$ cat src/rtl/pwmr_pkg.sv
package pwmr_pkg;
  localparam int FLD_W = 8;
  localparam int NIB_W = 4;
  localparam int LIM_W = FLD_W + NIB_W;

  typedef enum logic [1:0] {
    A_RISE  = 2'd0,
    A_FOFS  = 2'd1,
    A_LIMHI = 2'd2,
    A_LIMLO = 2'd3
  } reg_addr_e;
endpackage

$ cat src/rtl/pwmr_regs.sv
module pwmr_regs
  import pwmr_pkg::*;
(
  input  logic             clk,
  input  logic             rst_n,
  input  logic             wr_en_i,
  input  logic [1:0]       wr_addr_i,
  input  logic [FLD_W-1:0] wr_data_i,
  input  logic [1:0]       rd_addr_i,
  output logic [FLD_W-1:0] rd_data_o,
  output logic [FLD_W-1:0] rise_o,
  output logic [FLD_W-1:0] fofs_o,
  output logic [LIM_W-1:0] lim_o
);
  logic [FLD_W-1:0] rise_q, fofs_q, limhi_q;
  logic [NIB_W-1:0] limlo_q;

  always_ff @(posedge clk or negedge rst_n) begin
    if (!rst_n) begin
      rise_q  <= '0;
      fofs_q  <= '0;
      limhi_q <= '0;
      limlo_q <= '0;
    end else if (wr_en_i) begin
      case (wr_addr_i)
        A_RISE:  rise_q  <= wr_data_i;
        A_FOFS:  fofs_q  <= wr_data_i;
        A_LIMHI: limhi_q <= wr_data_i;
        default: limlo_q <= wr_data_i[FLD_W-1 -: NIB_W];
      endcase
    end
  end

  always_comb begin
    case (rd_addr_i)
      A_RISE:  rd_data_o = rise_q;
      A_FOFS:  rd_data_o = fofs_q;
      A_LIMHI: rd_data_o = limhi_q;
      default: rd_data_o = {limlo_q, {(FLD_W-NIB_W){1'b0}}};
    endcase
  end

  assign rise_o = rise_q;
  assign fofs_o = fofs_q;
  assign lim_o  = {limhi_q, limlo_q};


  rsv_zero_chk: assert property (@(posedge clk) disable iff (!rst_n)
    (rd_addr_i == A_LIMLO) |-> (rd_data_o[NIB_W-1:0] == '0));


  lim_hold_chk: assert property (@(posedge clk) disable iff (!rst_n)
    !wr_en_i |=> $stable(lim_o));
endmodule

$ cat src/rtl/pwmr_plan.sv
module pwmr_plan
  import pwmr_pkg::*;
#(
  parameter int PER_W = 12
) (
  input  logic [PER_W-1:0] req_i,
  input  logic [LIM_W-1:0] lim_i,
  input  logic [FLD_W-1:0] fofs_i,
  output logic [PER_W-1:0] eff_o,
  output logic [PER_W-1:0] fall_o
);
  localparam int SW = PER_W + 2;

  logic [PER_W-1:0]     lim_ext, big, mid;
  logic signed [SW-1:0] sum, eff_s;

  always_comb begin
    lim_ext = PER_W'(lim_i);
    big     = (req_i > lim_ext) ? req_i : lim_ext;
    eff_o   = (big == '0) ? PER_W'(1) : big;
    mid     = eff_o >> 1;
    eff_s   = $signed({2'b00, eff_o});
    sum     = $signed({2'b00, mid}) + SW'($signed(fofs_i));
    if (sum < 0)
      fall_o = '0;
    else if (sum >= eff_s)
      fall_o = eff_o - PER_W'(1);
    else
      fall_o = sum[PER_W-1:0];
  end
endmodule

$ cat src/rtl/pwmr_seq.sv
module pwmr_seq
  import pwmr_pkg::*;
#(
  parameter int PER_W = 12
) (
  input  logic             clk,
  input  logic             rst_n,
  input  logic             en_i,
  input  logic [PER_W-1:0] eff_i,
  input  logic [PER_W-1:0] fall_i,
  input  logic [FLD_W-1:0] rise_i,
  input  logic [LIM_W-1:0] lim_i,
  output logic             cyc_start_o,
  output logic             pulse_o
);
  logic             run_q, start_q, load;
  logic [PER_W-1:0] cnt_q, per_q, fall_q;
  logic [FLD_W-1:0] rise_q;

  assign load = en_i && (!run_q || (cnt_q == per_q - PER_W'(1)));

  always_ff @(posedge clk or negedge rst_n) begin
    if (!rst_n) begin
      run_q   <= 1'b0;
      start_q <= 1'b0;
      cnt_q   <= '0;
      per_q   <= '0;
      fall_q  <= '0;
      rise_q  <= '0;
    end else if (!en_i) begin
      run_q   <= 1'b0;
      start_q <= 1'b0;
      cnt_q   <= '0;
    end else if (load) begin
      run_q   <= 1'b1;
      start_q <= 1'b1;
      cnt_q   <= '0;
      per_q   <= eff_i;
      fall_q  <= fall_i;
      rise_q  <= rise_i;
    end else begin
      start_q <= 1'b0;
      cnt_q   <= cnt_q + PER_W'(1);
    end
  end

  assign cyc_start_o = start_q;
  assign pulse_o = run_q && en_i && (cnt_q >= PER_W'(rise_q)) && (cnt_q < fall_q);


  start_zero_chk: assert property (@(posedge clk) disable iff (!rst_n)
    cyc_start_o |-> (run_q && cnt_q == '0));


  hold_chk: assert property (@(posedge clk) disable iff (!rst_n)
    !en_i |=> (!run_q && cnt_q == '0 && !cyc_start_o));


  cnt_range_chk: assert property (@(posedge clk) disable iff (!rst_n)
    run_q |-> (cnt_q < per_q));


  clamp_chk: assert property (@(posedge clk) disable iff (!rst_n)
    load |=> (per_q >= PER_W'($past(lim_i)) && per_q != '0));


  fall_range_chk: assert property (@(posedge clk) disable iff (!rst_n)
    run_q |-> (fall_q < per_q));


  shadow_chk: assert property (@(posedge clk) disable iff (!rst_n)
    (run_q && en_i && !load) |=> ($stable(per_q) && $stable(rise_q) && $stable(fall_q)));
endmodule

$ cat src/rtl/pwmr_edge_timer.sv
module pwmr_edge_timer
  import pwmr_pkg::*;
#(
  parameter int PER_W = 12
) (
  input  logic             clk,
  input  logic             rst_n,
  input  logic             en_i,
  input  logic             wr_en_i,
  input  logic [1:0]       wr_addr_i,
  input  logic [7:0]       wr_data_i,
  input  logic [1:0]       rd_addr_i,
  output logic [7:0]       rd_data_o,
  input  logic [PER_W-1:0] period_i,
  output logic             cyc_start_o,
  output logic             pulse_o
);
  logic [FLD_W-1:0] rise_w, fofs_w;
  logic [LIM_W-1:0] lim_w;
  logic [PER_W-1:0] eff_w, fall_w;

  pwmr_regs u_regs (
    .clk       (clk),
    .rst_n     (rst_n),
    .wr_en_i   (wr_en_i),
    .wr_addr_i (wr_addr_i),
    .wr_data_i (wr_data_i),
    .rd_addr_i (rd_addr_i),
    .rd_data_o (rd_data_o),
    .rise_o    (rise_w),
    .fofs_o    (fofs_w),
    .lim_o     (lim_w)
  );

  pwmr_plan #(.PER_W(PER_W)) u_plan (
    .req_i  (period_i),
    .lim_i  (lim_w),
    .fofs_i (fofs_w),
    .eff_o  (eff_w),
    .fall_o (fall_w)
  );

  pwmr_seq #(.PER_W(PER_W)) u_seq (
    .clk         (clk),
    .rst_n       (rst_n),
    .en_i        (en_i),
    .eff_i       (eff_w),
    .fall_i      (fall_w),
    .rise_i      (rise_w),
    .lim_i       (lim_w),
    .cyc_start_o (cyc_start_o),
    .pulse_o     (pulse_o)
  );
endmodule

$ cat config.mk
export PLATFORM = sky130hd
export DESIGN_NAME = pwmr_edge_timer
export DESIGN_NICKNAME = d
export VERILOG_FILES = /design/src/rtl/pwmr_pkg.sv /design/src/rtl/pwmr_regs.sv /design/src/rtl/pwmr_plan.sv /design/src/rtl/pwmr_seq.sv /design/src/rtl/pwmr_edge_timer.sv
export SDC_FILE = /design/constraint.sdc
export NUM_CORES = 1
export LEC_CHECK = 0
export ABC_AREA = 1
export BUFFER_PORTS_ARGS = -buffer_cell sky130_fd_sc_hd__buf_4
export CORE_UTILIZATION = 40
export DETAILED_ROUTE_END_ITERATION = 16
export PLACE_DENSITY = 0.64
export SLEW_MARGIN = 20
export SYNTH_ARGS = -nofsm -noshare
export SYNTH_HDL_FRONTEND = slang
export SYNTH_HIERARCHICAL = 1
export SYNTH_SLANG_ARGS = --single-unit
$ cat constraint.sdc
create_clock -name clk -period 7.4 [get_ports clk]
set_input_delay 0.74 -clock clk [delete_from_list [all_inputs] [get_ports clk]]
set_output_delay 0.74 -clock clk [all_outputs]
set_load 0.01 [all_outputs]
==> flow_summary_export.csv <==
group,metric,value,unit
run_status,status,"finished, violations left",
run_status,violations,"design-rule violations",
logic_synthesis,synthCells,849,
setup_path,endpoint_kind,"flop",
sta,finalCriticalPeriod,5.68,ns
clock_tree,cts_resized,0,
pwr,sw_frac_of_total,44.2,%
global_routing,grt_pass1_wl,25300,µm
clock_tree,cts-root-buf,"clkbuf_16",
die,num_rows,44,
routing,wl_per_cell,14.0,µm
sta,fmax,176,MHz
sta,drv_slew,0,
clock_tree,cts_buffer_depth,2,
pwr,clock_power_share,21.6,%
routing,drc,2,
clock_tree,cts_buffers,9,
die,design.die.area,0.0156,mm²
layout,layout-drive-gt1-share,9.98,%
setup_path,path_class,"flop to flop",
sta,slew_headroom,36.8,%
die,io_pins,38,
layout,postLayoutCoreUtil,45.7,%
setup_path,critPathMaxStageDelay,0.42,ns
logic_synthesis,synth_nets,936,
global_routing,grt_max_degree,75,
sta,setup_violations,0,
pwr,comb_power_share,49.5,%
layout,nets,964,
layout,syn_to_final_growth,10.6,%
clock_tree,cts_sinks,74,
sta,worst_pin_slew,0.948,ns
setup_path,cp.required,7.67,ns
logic_synthesis,netlist_area,0.00605,mm²
global_routing,overflow,0,
clock_tree,clk_pin_slew,0.06,ns
logic_synthesis,synth_cell_types,40,
clock_tree,cts_setup_buffers,0,
global_routing,grt_pass1_vias,5159,
die,die_h,125,µm
placement,portBuffers,37,
logic_synthesis,yosysWarningCount,6,
pwr,seq_power_share,28.9,%
sta,finalSetupTns,0,ns
die,start_util,41.3,%
routing,drt_wl_total,15000,µm
pwr,powerDensity,285,mW/mm²
setup_path,r2r-end,"u_seq/fall_q[10]",
routing,vias,5399,
setup_path,path_common_cell,"nand2_1",
setup_path,r2r-start,"u_regs/limhi_q[3]",
routing,drt_iter0_drc,367,
setup_path,cp_max_fo,19,
clock_tree,worstSkewPairLatency,0.33,ns
layout,antennaDiodeCount,0,
global_routing,grt_usage,20.2,%
worst_hold_path,min_path_cells,2,
die,die_x,125,µm
worst_hold_path,hold_end,"u_seq/fall_q[0]",
setup_path,cp_slowest_cell,"dfrtp_1",
sta,skew,0.00714,ns
setup_path,ff2ff_path_depth,32,
sta,timing_hold_violations_final,0,
worst_hold_path,min_path_type,"flop to flop",
sta,post-route-period-util,76.8,%
global_routing,antenna_found_initial,0,
pwr,p_int,1060,µW
worst_hold_path,hold_start,"u_seq/fall_q[0]",
die,core_area,0.0146,mm²
placement,routabilityCongestion,0.904,
clock_tree,ctsHoldBuffers,0,
pwr,irDropWorstVdd,142,µV
placement,dpl.cell_count,1050,
routing,drtAntennaViolNets,0,
logic_synthesis,ys_seq_elements,74,
layout,final_common_cell,"nand2_1",
setup_path,crit_arrival,5.95,ns
logic_synthesis,yosysSeqAreaShare,30.6,%
job,drv_cap,0,
routing,drt_pre_antenna_iters,11,
placement,place_hpwl,11700,µm
layout,mostFrequentLayoutCells,"nand2_1 (251), inv_1 (109), nand3_1 (84)",
sta,rsz0062_at_grt,"no",
setup_path,worst_setup_path_start_kind,"flop",
clock_tree,cts_tree,"done",
pwr,switchingPower,843,µW
pwr,power.leakage,0.00351,µW
setup_path,rrSetupSlack,1.72,ns
logic_synthesis,syn_area_per_cell,7.12,µm²
layout,instances_no_fill,1066,
routing,via_per_inst,5.06,
clock_tree,ctsHtreeMaxLevel,3,
## Yosys cell counts (all sizes together)
library cell,count,area share [%]
a211oi,1,0.12
a21boi,2,0.25
a21o,1,0.12
a21oi,34,2.8
buf,16,2.2
clkbuf,4,0.25
dfrtp,74,31
fa,1,0.33
ha,58,12
inv,112,7.0
nand2,271,18
nand3,87,7.7
nand3b,16,2.0
nand4,15,1.8
nor2,63,4.6
nor3,4,0.33
nor4,1,0.10
o2111ai,1,0.14
o211ai,1,0.12
o21a,1,0.12
o21ai,47,3.9
o21bai,3,0.37
o221ai,1,0.14
o22ai,2,0.21
o31ai,2,0.25
or2,2,0.21
xnor2,14,2.0
xor2,15,2.2
## power groups by stage
stage,Combinational [µW],Clock [µW],Sequential [µW]
after floorplan,728,0,533
after global placement,922,0,556
after detailed placement,934,0,558
after CTS,938,421,551
after global routing,1090,437,562
final,945,412,551
## final cells by class
cell class / count / area, µm²
multi-input cells: 643 / 3630
flip-flops and latches: 74 / 1850
clock buffers: 11 / 243
fillers: 1556 / 7960
inverters: 112 / 420
repair buffers: 37 / 278
clock inverters: 5 / 38.8
well taps: 184 / 230
## per-layer routing
layer,vias up,wire [µm],global-route usage (%)
met3,21,625,3.08
met2,121,6810,33.0
met4,0,242,5.31
met1,2459,7280,27.8
li1,2798,-,-
met5,-,0,0
## worst max-delay path by stage
stage                       from                to  slack (ns)  depth (start not counted)
2_1_floorplan       period_i[11]  u_seq/fall_q[10]        2.25                         32
3_3_place_gp        period_i[11]   u_seq/fall_q[9]        1.60                         34
3_5_place_dp        period_i[11]   u_seq/fall_q[8]        1.43                         34
4_1_cts        u_regs/limhi_q[3]   u_seq/fall_q[8]        1.75                         32
5_1_grt        u_regs/limhi_q[3]  u_seq/fall_q[10]        1.04                         32
6_report       u_regs/limhi_q[3]  u_seq/fall_q[10]        1.72                         32
## critical path: cells and delay by family, from the launching register on
family          cells  cell delay [ns]
simple gates       16             2.12
compound gates      7             1.26
fa+ha+maj           4             1.22
flops               1             0.42
buf+inv             4             0.34
xor+xnor            1             0.25
## kinds of logic (layout without fill, tap and decap cells)
family                     Yosys count  after routing  synth area share [%]
xor gates and xnor gates            29             29                  4.20
buffers and inverters              132            165                  9.41
and+or+nand+nor                    459            459                  34.9
AOI/OAI and AO/OA                   96             96                  8.56
adders and majority gates           59             59                  12.3
DFF                                 74             74                  30.6
## through the flow
stage | total power, µW | setup WS [ns] | area [µm²] | hold slack, ns
global route | 2090 | 1.04 | 6690 | 0.484
floorplan | 1260 | 2.25 | 6050 | 0.436
finish | 1910 | 1.72 | 6690 | 0.463
detailed placement | 1490 | 1.43 | 6410 | 0.454
global placement | 1480 | 1.60 | 6410 | 0.454
CTS | 1910 | 1.75 | 6690 | 0.468
## registers in the layout (all words and copies together) (netlist names)
| name | count |
|---|---|
| u_seq/fall_q | 12 |
| u_seq/rise_q | 8 |
| u_seq/cyc_start_o | 1 |
| u_seq/run_q | 1 |
| u_regs/fofs_o | 8 |
| u_seq/cnt_q | 12 |
| u_regs/rise_o | 8 |
| u_regs/limhi_q | 8 |
| u_regs/limlo_q | 4 |
| u_seq/per_q | 12 |
No activity file was read; power rests on OpenSTA's default activity.
